**src/rtl/tmr_pkg.sv**
```systemverilog
package tmr_pkg;
  localparam int REG_AW = 3;

  typedef enum logic [1:0] {
    MD_13    = 2'b00,
    MD_16    = 2'b01,
    MD_RLD   = 2'b10,
    MD_SPLIT = 2'b11
  } tmode_e;

  typedef struct packed {
    logic   gate;
    logic   ext;
    tmode_e md;
  } chcfg_t;

  localparam logic [REG_AW-1:0] A_MODE = 3'd0;
  localparam logic [REG_AW-1:0] A_CTRL = 3'd1;
  localparam logic [REG_AW-1:0] A_L0   = 3'd2;
  localparam logic [REG_AW-1:0] A_H0   = 3'd3;
  localparam logic [REG_AW-1:0] A_L1   = 3'd4;
  localparam logic [REG_AW-1:0] A_H1   = 3'd5;
endpackage

```
**src/rtl/tmr_evsel.sv**
```systemverilog
module tmr_evsel (
  input  logic clk,
  input  logic rst_n,
  input  logic tick,
  input  logic pin,
  input  logic gate_pin,
  input  logic gate,
  input  logic ext,
  input  logic run,
  output logic step
);
  logic smp_q;
  logic fall;

  // sample the event pin once per machine cycle
  always_ff @(posedge clk or negedge rst_n) begin
    if (!rst_n)    smp_q <= 1'b0;
    else if (tick) smp_q <= pin;
  end

  assign fall = smp_q & ~pin;
  assign step = run & (~gate | gate_pin) & tick & (~ext | fall);
endmodule

```
**src/rtl/tmr_chan.sv**
```systemverilog
module tmr_chan #(
  parameter int BYTE_W    = 8,
  parameter int PRE_W     = 5,
  parameter bit HAS_SPLIT = 1'b0
) (
  input  logic              clk,
  input  logic              rst_n,
  input  logic              step,
  input  logic              hi_step,
  input  tmr_pkg::tmode_e   md,
  input  logic              wr_lo,
  input  logic              wr_hi,
  input  logic [BYTE_W-1:0] wdata,
  output logic [BYTE_W-1:0] lo_q,
  output logic [BYTE_W-1:0] hi_q,
  output logic              ovf,
  output logic              hi_ovf
);
  import tmr_pkg::*;

  localparam logic [BYTE_W:0]   ONE_B = {{BYTE_W{1'b0}}, 1'b1};
  localparam logic [2*BYTE_W:0] ONE_W = {{(2*BYTE_W){1'b0}}, 1'b1};
  localparam logic [PRE_W:0]    ONE_P = {{PRE_W{1'b0}}, 1'b1};

  logic [BYTE_W-1:0] lo_n, hi_n;
  logic [PRE_W:0]    pre_sum;
  logic [BYTE_W:0]   hi_sum, lo_sum, hs_sum;
  logic [2*BYTE_W:0] w_sum;

  assign pre_sum = {1'b0, lo_q[PRE_W-1:0]} + ONE_P;
  assign hi_sum  = {1'b0, hi_q} + ONE_B;
  assign lo_sum  = {1'b0, lo_q} + ONE_B;
  assign w_sum   = {1'b0, hi_q, lo_q} + ONE_W;
  assign hs_sum  = hi_sum;

  always_comb begin
    lo_n   = lo_q;
    hi_n   = hi_q;
    ovf    = 1'b0;
    hi_ovf = 1'b0;
    unique case (md)
      MD_13: if (step) begin
        lo_n[PRE_W-1:0] = pre_sum[PRE_W-1:0];
        if (pre_sum[PRE_W]) begin
          hi_n = hi_sum[BYTE_W-1:0];
          ovf  = hi_sum[BYTE_W];
        end
      end
      MD_16: if (step) begin
        {hi_n, lo_n} = w_sum[2*BYTE_W-1:0];
        ovf          = w_sum[2*BYTE_W];
      end
      MD_RLD: if (step) begin
        if (lo_sum[BYTE_W]) begin
          lo_n = hi_q;
          ovf  = 1'b1;
        end else begin
          lo_n = lo_sum[BYTE_W-1:0];
        end
      end
      MD_SPLIT: if (HAS_SPLIT) begin
        if (step) begin
          lo_n = lo_sum[BYTE_W-1:0];
          ovf  = lo_sum[BYTE_W];
        end
        if (hi_step) begin
          hi_n   = hs_sum[BYTE_W-1:0];
          hi_ovf = hs_sum[BYTE_W];
        end
      end
      default: ;
    endcase
    if (wr_lo) lo_n = wdata;
    if (wr_hi) hi_n = wdata;
  end

  always_ff @(posedge clk or negedge rst_n) begin
    if (!rst_n) begin
      lo_q <= '0;
      hi_q <= '0;
    end else begin
      lo_q <= lo_n;
      hi_q <= hi_n;
    end
  end
endmodule

```
**src/rtl/tmr_pair.sv**
```systemverilog
module tmr_pair #(
  parameter int BYTE_W = 8,
  parameter int PRE_W  = 5
) (
  input  logic                       clk,
  input  logic                       rst_n,
  input  logic                       cyc_tick,
  input  logic [1:0]                 ev_pin,
  input  logic [1:0]                 gate_pin,
  input  logic                       wr_en,
  input  logic [tmr_pkg::REG_AW-1:0] addr,
  input  logic [BYTE_W-1:0]          wdata,
  output logic [BYTE_W-1:0]          rdata,
  input  logic [1:0]                 irq_ack,
  output logic [1:0]                 ovf_flag
);
  import tmr_pkg::*;

  localparam int NCH = 2;
  localparam int NIB = 4;

  logic [2*NIB-1:0]  mode_q;
  logic [NCH-1:0]    run_q, flag_q, step_w, ovf_w, hi_ovf_w, set_w;
  logic [BYTE_W-1:0] lo_w [NCH];
  logic [BYTE_W-1:0] hi_w [NCH];
  chcfg_t            cfg  [NCH];
  logic              wr_ctrl;

  assign wr_ctrl = wr_en && (addr == A_CTRL);

  for (genvar i = 0; i < NCH; i++) begin : g_ch
    localparam logic [REG_AW-1:0] LO_A = (i == 0) ? A_L0 : A_L1;
    localparam logic [REG_AW-1:0] HI_A = (i == 0) ? A_H0 : A_H1;

    assign cfg[i] = chcfg_t'(mode_q[i*NIB +: NIB]);

    tmr_evsel u_ev (
      .clk(clk), .rst_n(rst_n), .tick(cyc_tick), .pin(ev_pin[i]),
      .gate_pin(gate_pin[i]), .gate(cfg[i].gate), .ext(cfg[i].ext),
      .run(run_q[i]), .step(step_w[i])
    );

    tmr_chan #(.BYTE_W(BYTE_W), .PRE_W(PRE_W), .HAS_SPLIT(i == 0)) u_chan (
      .clk(clk), .rst_n(rst_n), .step(step_w[i]),
      .hi_step(cyc_tick & run_q[1]), .md(cfg[i].md),
      .wr_lo(wr_en && (addr == LO_A)), .wr_hi(wr_en && (addr == HI_A)),
      .wdata(wdata), .lo_q(lo_w[i]), .hi_q(hi_w[i]),
      .ovf(ovf_w[i]), .hi_ovf(hi_ovf_w[i])
    );
  end

  // split high half of channel 0 reports through flag 1
  assign set_w = {ovf_w[1] | hi_ovf_w[0], ovf_w[0]};

  always_ff @(posedge clk or negedge rst_n) begin
    if (!rst_n) begin
      mode_q <= '0;
      run_q  <= '0;
      flag_q <= '0;
    end else begin
      if (wr_en && (addr == A_MODE)) mode_q <= wdata[2*NIB-1:0];
      if (wr_ctrl) begin
        {flag_q[1], run_q[1], flag_q[0], run_q[0]} <= wdata[7:4];
      end else begin
        for (int i = 0; i < NCH; i++) begin
          if (set_w[i])        flag_q[i] <= 1'b1;
          else if (irq_ack[i]) flag_q[i] <= 1'b0;
        end
      end
    end
  end

  always_comb begin
    unique case (addr)
      A_MODE:  rdata = mode_q;
      A_CTRL:  rdata = {flag_q[1], run_q[1], flag_q[0], run_q[0], 4'b0000};
      A_L0:    rdata = lo_w[0];
      A_H0:    rdata = hi_w[0];
      A_L1:    rdata = lo_w[1];
      A_H1:    rdata = hi_w[1];
      default: rdata = '0;
    endcase
  end

  assign ovf_flag = flag_q;
endmodule

```
**config.mk**
```make
export PLATFORM = sky130hd
export DESIGN_NAME = tmr_pair
export DESIGN_NICKNAME = d
export VERILOG_FILES = /design/src/rtl/tmr_pkg.sv /design/src/rtl/tmr_evsel.sv /design/src/rtl/tmr_chan.sv /design/src/rtl/tmr_pair.sv
export SDC_FILE = /design/constraint.sdc
export NUM_CORES = 1
export LEC_CHECK = 0
export BUFFER_PORTS_ARGS = -buffer_cell sky130_fd_sc_hd__buf_2
export CAP_MARGIN = 5
export CORE_UTILIZATION = 65
export DETAILED_ROUTE_END_ITERATION = 6
export GPL_TIMING_DRIVEN = 1
export HOLD_SLACK_MARGIN = 0.05
export PLACE_DENSITY = 0.86
export SYNTH_ARGS = -nofsm -noshare
export SYNTH_HDL_FRONTEND = slang
export SYNTH_SLANG_ARGS = --single-unit
```
**constraint.sdc**
```tcl
create_clock -name clk -period 5.4 [get_ports clk]
set_input_delay 1.08 -clock clk [delete_from_list [all_inputs] [get_ports clk]]
set_output_delay 1.08 -clock clk [all_outputs]
set_load 0.02 [all_outputs]
```
== After elaboration in Yosys (flattened, before gate mapping) ==
Cells that the tools add are included.
Word-level totals
  flip-flop bits (word level): 46
  input bits: 21
  output and inout bits: 10
  logic and storage cells: 133
Operators by class
  add/subtract/negate cells: 8
  equality and inequality tests: 24
  muxes and demuxes: 47
  bitwise logic cells: 20
  reduce and logical (&&, ||, !) cells: 22
Operators with widths (count)
  8-bit two-way mux: 18
  8-bit one-hot mux with 6 select lines: 1
  3-bit by 1-bit != test with 1-bit output (second input constant): 14
  8-bit by 1-bit adder with 9-bit output (second input constant): 4
  16-bit by 1-bit adder with 17-bit output (second input constant): 2
  8-bit one-hot mux with 3 select lines: 1
  5-bit one-hot mux with 4 select lines: 1
  1-bit two-way mux: 17
  8-bit one-hot mux with 2 select lines: 1
  4-bit AND reduction: 4
  5-bit one-hot mux with 3 select lines: 1
  5-bit by 1-bit adder with 6-bit output (second input constant): 2
  3-bit nonzero test: 4
  4-bit nonzero test: 3
  5-bit two-way mux: 2
  1-bit bitwise AND: 9
  3-bit one-hot mux with 3 select lines: 1
  2-bit equality test (second input constant): 3
  3-bit by 2-bit equality test with 1-bit output (second input constant): 2
  3-bit equality test (second input constant): 2
  1-bit logical AND: 6
  1-bit NOT: 6
  3-bit one-hot mux with 2 select lines: 1
  1-bit OR: 5
  9 further kinds: 11

== Longest topological paths before layout ==
  word-level depth: 10
  depth in mapped cells: 9

== By module ==
Synthesis repeated with hierarchy kept, for this count alone.
Second synthesis, totals
  cell total of the unflattened synthesis: 418
  area, all modules: 3671.0 µm²
Modules (own cells, without submodules)
  tmr_chan at g_ch[1].u_chan: times used 1, cells each 160, area each 1303.8 µm², sequential area each 400.4 µm²
  tmr_chan at g_ch[0].u_chan: times used 1, cells each 158, area each 1295.0 µm², sequential area each 400.4 µm²
  tmr_pair: times used 1, cells each 88, area each 942.2 µm², sequential area each 300.3 µm²
  tmr_evsel: times used 2, cells each 6, area each 65.1 µm², sequential area each 25.0 µm²

== Worst setup path before layout ==
No wires, ideal clock.
  path type: input -> output
  start point: input port addr[1] (netlist name)
  end point: output port rdata[0]
  arrival time: 2211 ps
  required time: 4320 ps
  slack: 2109 ps
  cell stages on the path: 4
  path buffers: 2
  cells stage by stage: clkbuf_1 > buf_1 > nand2b_1 > o221ai_1
Between the ends
  longest elaborated chain between the ends: 2
  elaborated cells on any way between the ends: 7
RTL lines
  start: declaration: RTL line tmr_pair.sv:11  | input logic [tmr_pkg::REG_AW-1:0] addr,
  3-bit equality test (tied with other cells): RTL line tmr_pair.sv:74  | unique case (addr)
  8-bit one-hot mux with 6 select lines (*): RTL line tmr_pair.sv:74
  end: declaration: RTL line tmr_pair.sv:13  | output logic [BYTE_W-1:0] rdata,
Every way passes the cells marked *; elsewhere a longest branch is shown, timed or not.

== Worst setup path after layout ==
  start point: input port addr[0] (netlist name)
  end point: output port rdata[6]
The elaborated chain is that of the path after synthesis.

==> impl_results.md <==
* Mapped cell area at 3550 µm²
* Pin count of the biggest net entering global routing at 47
* I/O Pins at 31
* Worst Tran Pin Value at 1.05 ns
* Crit path arrival time at 2.36 ns
* Clock Skews at 0.00636 ns
* Yosys warning count at 0
* First-pass GRT wire length at 17100 µm
* H-tree levels at 2
* Netlist cell types at 61
* PnR worst setup slack at 1.96 ns
* Crit path max fanout at 20
* Dpl hpwl at 7990 µm
* CTS clock-pin slew for the worst setup and hold paths at 0.09 ns
* Antenna viol nets, final at 0
* CTS root buffer: clkbuf_8
* Worst endpoint required time at 4.32 ns
* Post-CTS Hold Buffers at 0
* Synth Instances at 422
* Remaining Overflow, GRT at 0
* Post-CTS setup buffers at 0
* Post-route clock period utilization at 63.7%
* Vias in the first global route at 3240
* Leak at 1.53 nW
* Final net count at 472
* Latest clock arrival within the worst-skew pair at 0.31 ns
* Area grow syn2layout at 6.55%
* Status: completed
* GRT Util Overall at 38.4%
* Clk sinks at 46
* Max Fclk at 291 MHz
* DP Area at 3710 µm²
* Fin area at 3790 µm²
* Final Max Tran Viols at 0
* Total Power at 1.44 mW
* Avg WL per Cell at 20.9 µm
* Power per standard cell area at 380 nW/µm²
* Via Count at 3528
* Worst VDD drop at 0.000261 V
* Width of the die at 75.9 µm
* CTS tree: built
* Syn Nets at 455
* CTS buffer count at 5
* Drt via density at 6.93
* Detailed-route wire length at 10600 µm
* ANT cells at 0
* Final setup fails at 0
* Drt first pass iters at 5
* GP Congestion at 1.04
* CP cell instances: buf_2, mux4_2, inv_1, o22ai_1, buf_2
* Die Y at 75.9 µm
* Min-delay worst type: reg -> reg
* # resized after CTS at 0
* Slowest stage delay, CP at 0.55 ns
* RSZ-0062 raised after global routing: false
* DRC violations left at 0
* Number of synthesized flops with an enable pin at 0
* Port buffer count at 30
* CP Launch Point: addr[0]
* Final hold vios at 0
* Row count at 26
* Antenna violations before repair at 0
* Largest delay share family, worst path: buffers and inverters
* FF+latch count, synth at 46
* Crit-path most repeated cell: buf_2
* Reg2reg start: mode_q[1]$_DFFE_PN0P_
* R2R Setup Slk at 3.08 ns
* Starting density of the core at 68.7%
* Setup Slack @ Placement at 1.98 ns
* Crit path kind: in -> out
* Crit start category: input pin
* Hold path start: g_ch[0].u_ev.smp_q$_DFFE_PN0P_
* Post-synth ARST share at 100%
* MaxCap Viol Count at 0
* First DRT Iteration DRCs at 500
* Layout cells sized above 1 at 14.6%
* Post-layout min period at 3.44 ns
* Ys flop type: dfrtp_1
* Buffers and inverters on the worst path at 3
* Rel. slew slack at 30.3%
* Worst Setup End Kind: output pin
* Max Buffers Root-to-Sink at 2
* Total core area at 5170 µm²
* Die footprint at 5770 µm²
* Slowest CP cell: mux4_2
* Synth Area per Inst at 8.42 µm²
* Post-synthesis sequential area ratio at 32.4%
* Sum Neg Setup Slack at 0 ns
-- area by class of cell --
cell class | count | area [µm²]
timing repair buffer | 32 | 165
fill | 399 | 1390
clock buffer | 5 | 68.8
clock inverter | 2 | 10.0
tap | 70 | 87.6
inverter | 18 | 67.6
sequential | 46 | 1150
multi-input combinational | 336 | 2240
-- cell usage after synthesis (4+ instances only) --
master / n / area, µm²
dfrtp_1: 46 / 1150
a211oi_1: 7 / 52.6
o21ai_0: 17 / 85.1
nor2b_1: 4 / 25.0
mux2_2: 8 / 90.1
nand4_1: 10 / 62.6
a31oi_1: 4 / 25.0
xnor2_1: 10 / 87.6
o22ai_1: 7 / 43.8
nor2_1: 36 / 135
clkbuf_1: 9 / 33.8
ha_1: 12 / 150
o31ai_1: 5 / 37.5
nand2_1: 41 / 154
mux2i_1: 14 / 140
a21oi_1: 21 / 105
inv_1: 18 / 67.6
and3_1: 9 / 56.3
o21ai_1: 20 / 100
buf_2: 10 / 50.1
nand3_1: 23 / 115
nor3b_1: 6 / 45.0
nor3_1: 10 / 50.1
nand2b_1: 6 / 37.5
nor3_2: 4 / 40.0
xor2_1: 6 / 52.6
a211o_1: 5 / 43.8
a221oi_1: 5 / 43.8
-- metal layers --
layer  vias to the layer above  GRT usage [%]  wire [µm]
met5                         -              0          0
met4                         0           13.7        299
met3                        39           7.23       1320
met2                       243           55.5       4510
met1                      1662           57.2       4500
li1                       1584              -          -
-- power by group --
| part | total, mW | switching, mW | internal (mW) |
|---|---|---|---|
| Sequential | 0.640 | 0.195 | 0.445 |
| Combinational | 0.586 | 0.339 | 0.248 |
| Clock | 0.211 | 0.124 | 0.0873 |
-- cells in the final DEF (no fill, tap or decap), types with 8 or more instances in the layout --
master / netlist / layout
nand2_1: 41 / 41
xnor2_1: 10 / 10
nand4_1: 10 / 10
nand3_1: 23 / 23
nor3_1: 10 / 10
and3_1: 9 / 9
inv_1: 18 / 18
ha_1: 12 / 12
dfrtp_1: 46 / 46
mux2i_1: 14 / 14
a21oi_1: 21 / 21
buf_2: 10 / 30
mux2_2: 8 / 8
nor2_1: 36 / 36
o21ai_0: 17 / 17
o21ai_1: 20 / 20
-- state kept, by name (all words and copies together), names as in the netlist --
signal / cells
mode_q: 8
g_ch.u_chan.lo_q: 16
g_ch.u_ev.smp_q: 2
g_ch.u_chan.hi_q: 16
run_q: 2
ovf_flag: 2
-- cell families (layout without fill, tap and decap cells) --
kind of cell               after synthesis  after routing  share of synthesized area, %
muxes                                   24             24                          7.75
DFF                                     46             46                          32.4
xor gates and xnor gates                16             16                          3.94
and+or+nand+nor                        167            167                          24.5
AOI/OAI and AO/OA                      117            117                          22.5
adders and majority gates               12             12                          4.23
buffers and inverters                   40             57                          4.68
-- through the flow --
| stage | utilization [%] | std cells | hold WS (ns) |
|---|---|---|---|
| final | 73.2 | 509 | 0.527 |
| after global routing | 73.2 | 509 | 0.534 |
| after CTS | 73.2 | 509 | 0.526 |
| after detailed placement | 71.7 | 502 | 0.506 |
| after global placement | 71.7 | 502 | 0.491 |
| after floorplan | - | 422 | 0.482 |
-- path summary, 6_finish.rpt --
path | endpoint | cells past startpoint
max | rdata[6] | 5
min | g_ch[0].u_ev.smp_q$_DFFE_PN0P_ | 1
max reg2reg | g_ch[0].u_chan.lo_q[2]$_DFFE_PN0P_ | 6
min reg2reg | g_ch[0].u_ev.smp_q$_DFFE_PN0P_ | 1
max in group asynchronous | ovf_flag[0]$_DFFE_PN0P_ | 1
min in group asynchronous | g_ch[1].u_chan.lo_q[0]$_DFFE_PN0P_ | 1
-- worst reg2reg max path, cell delays in order (launching register included) --
cell and delay [ns]:
dfrtp_1 0.43, inv_1 0.10, ha_1 0.33, nor4_1 0.77
nor3_2 0.25, o21ai_1 0.20, o31ai_1 0.10
(Power assumes the default switching activity.)
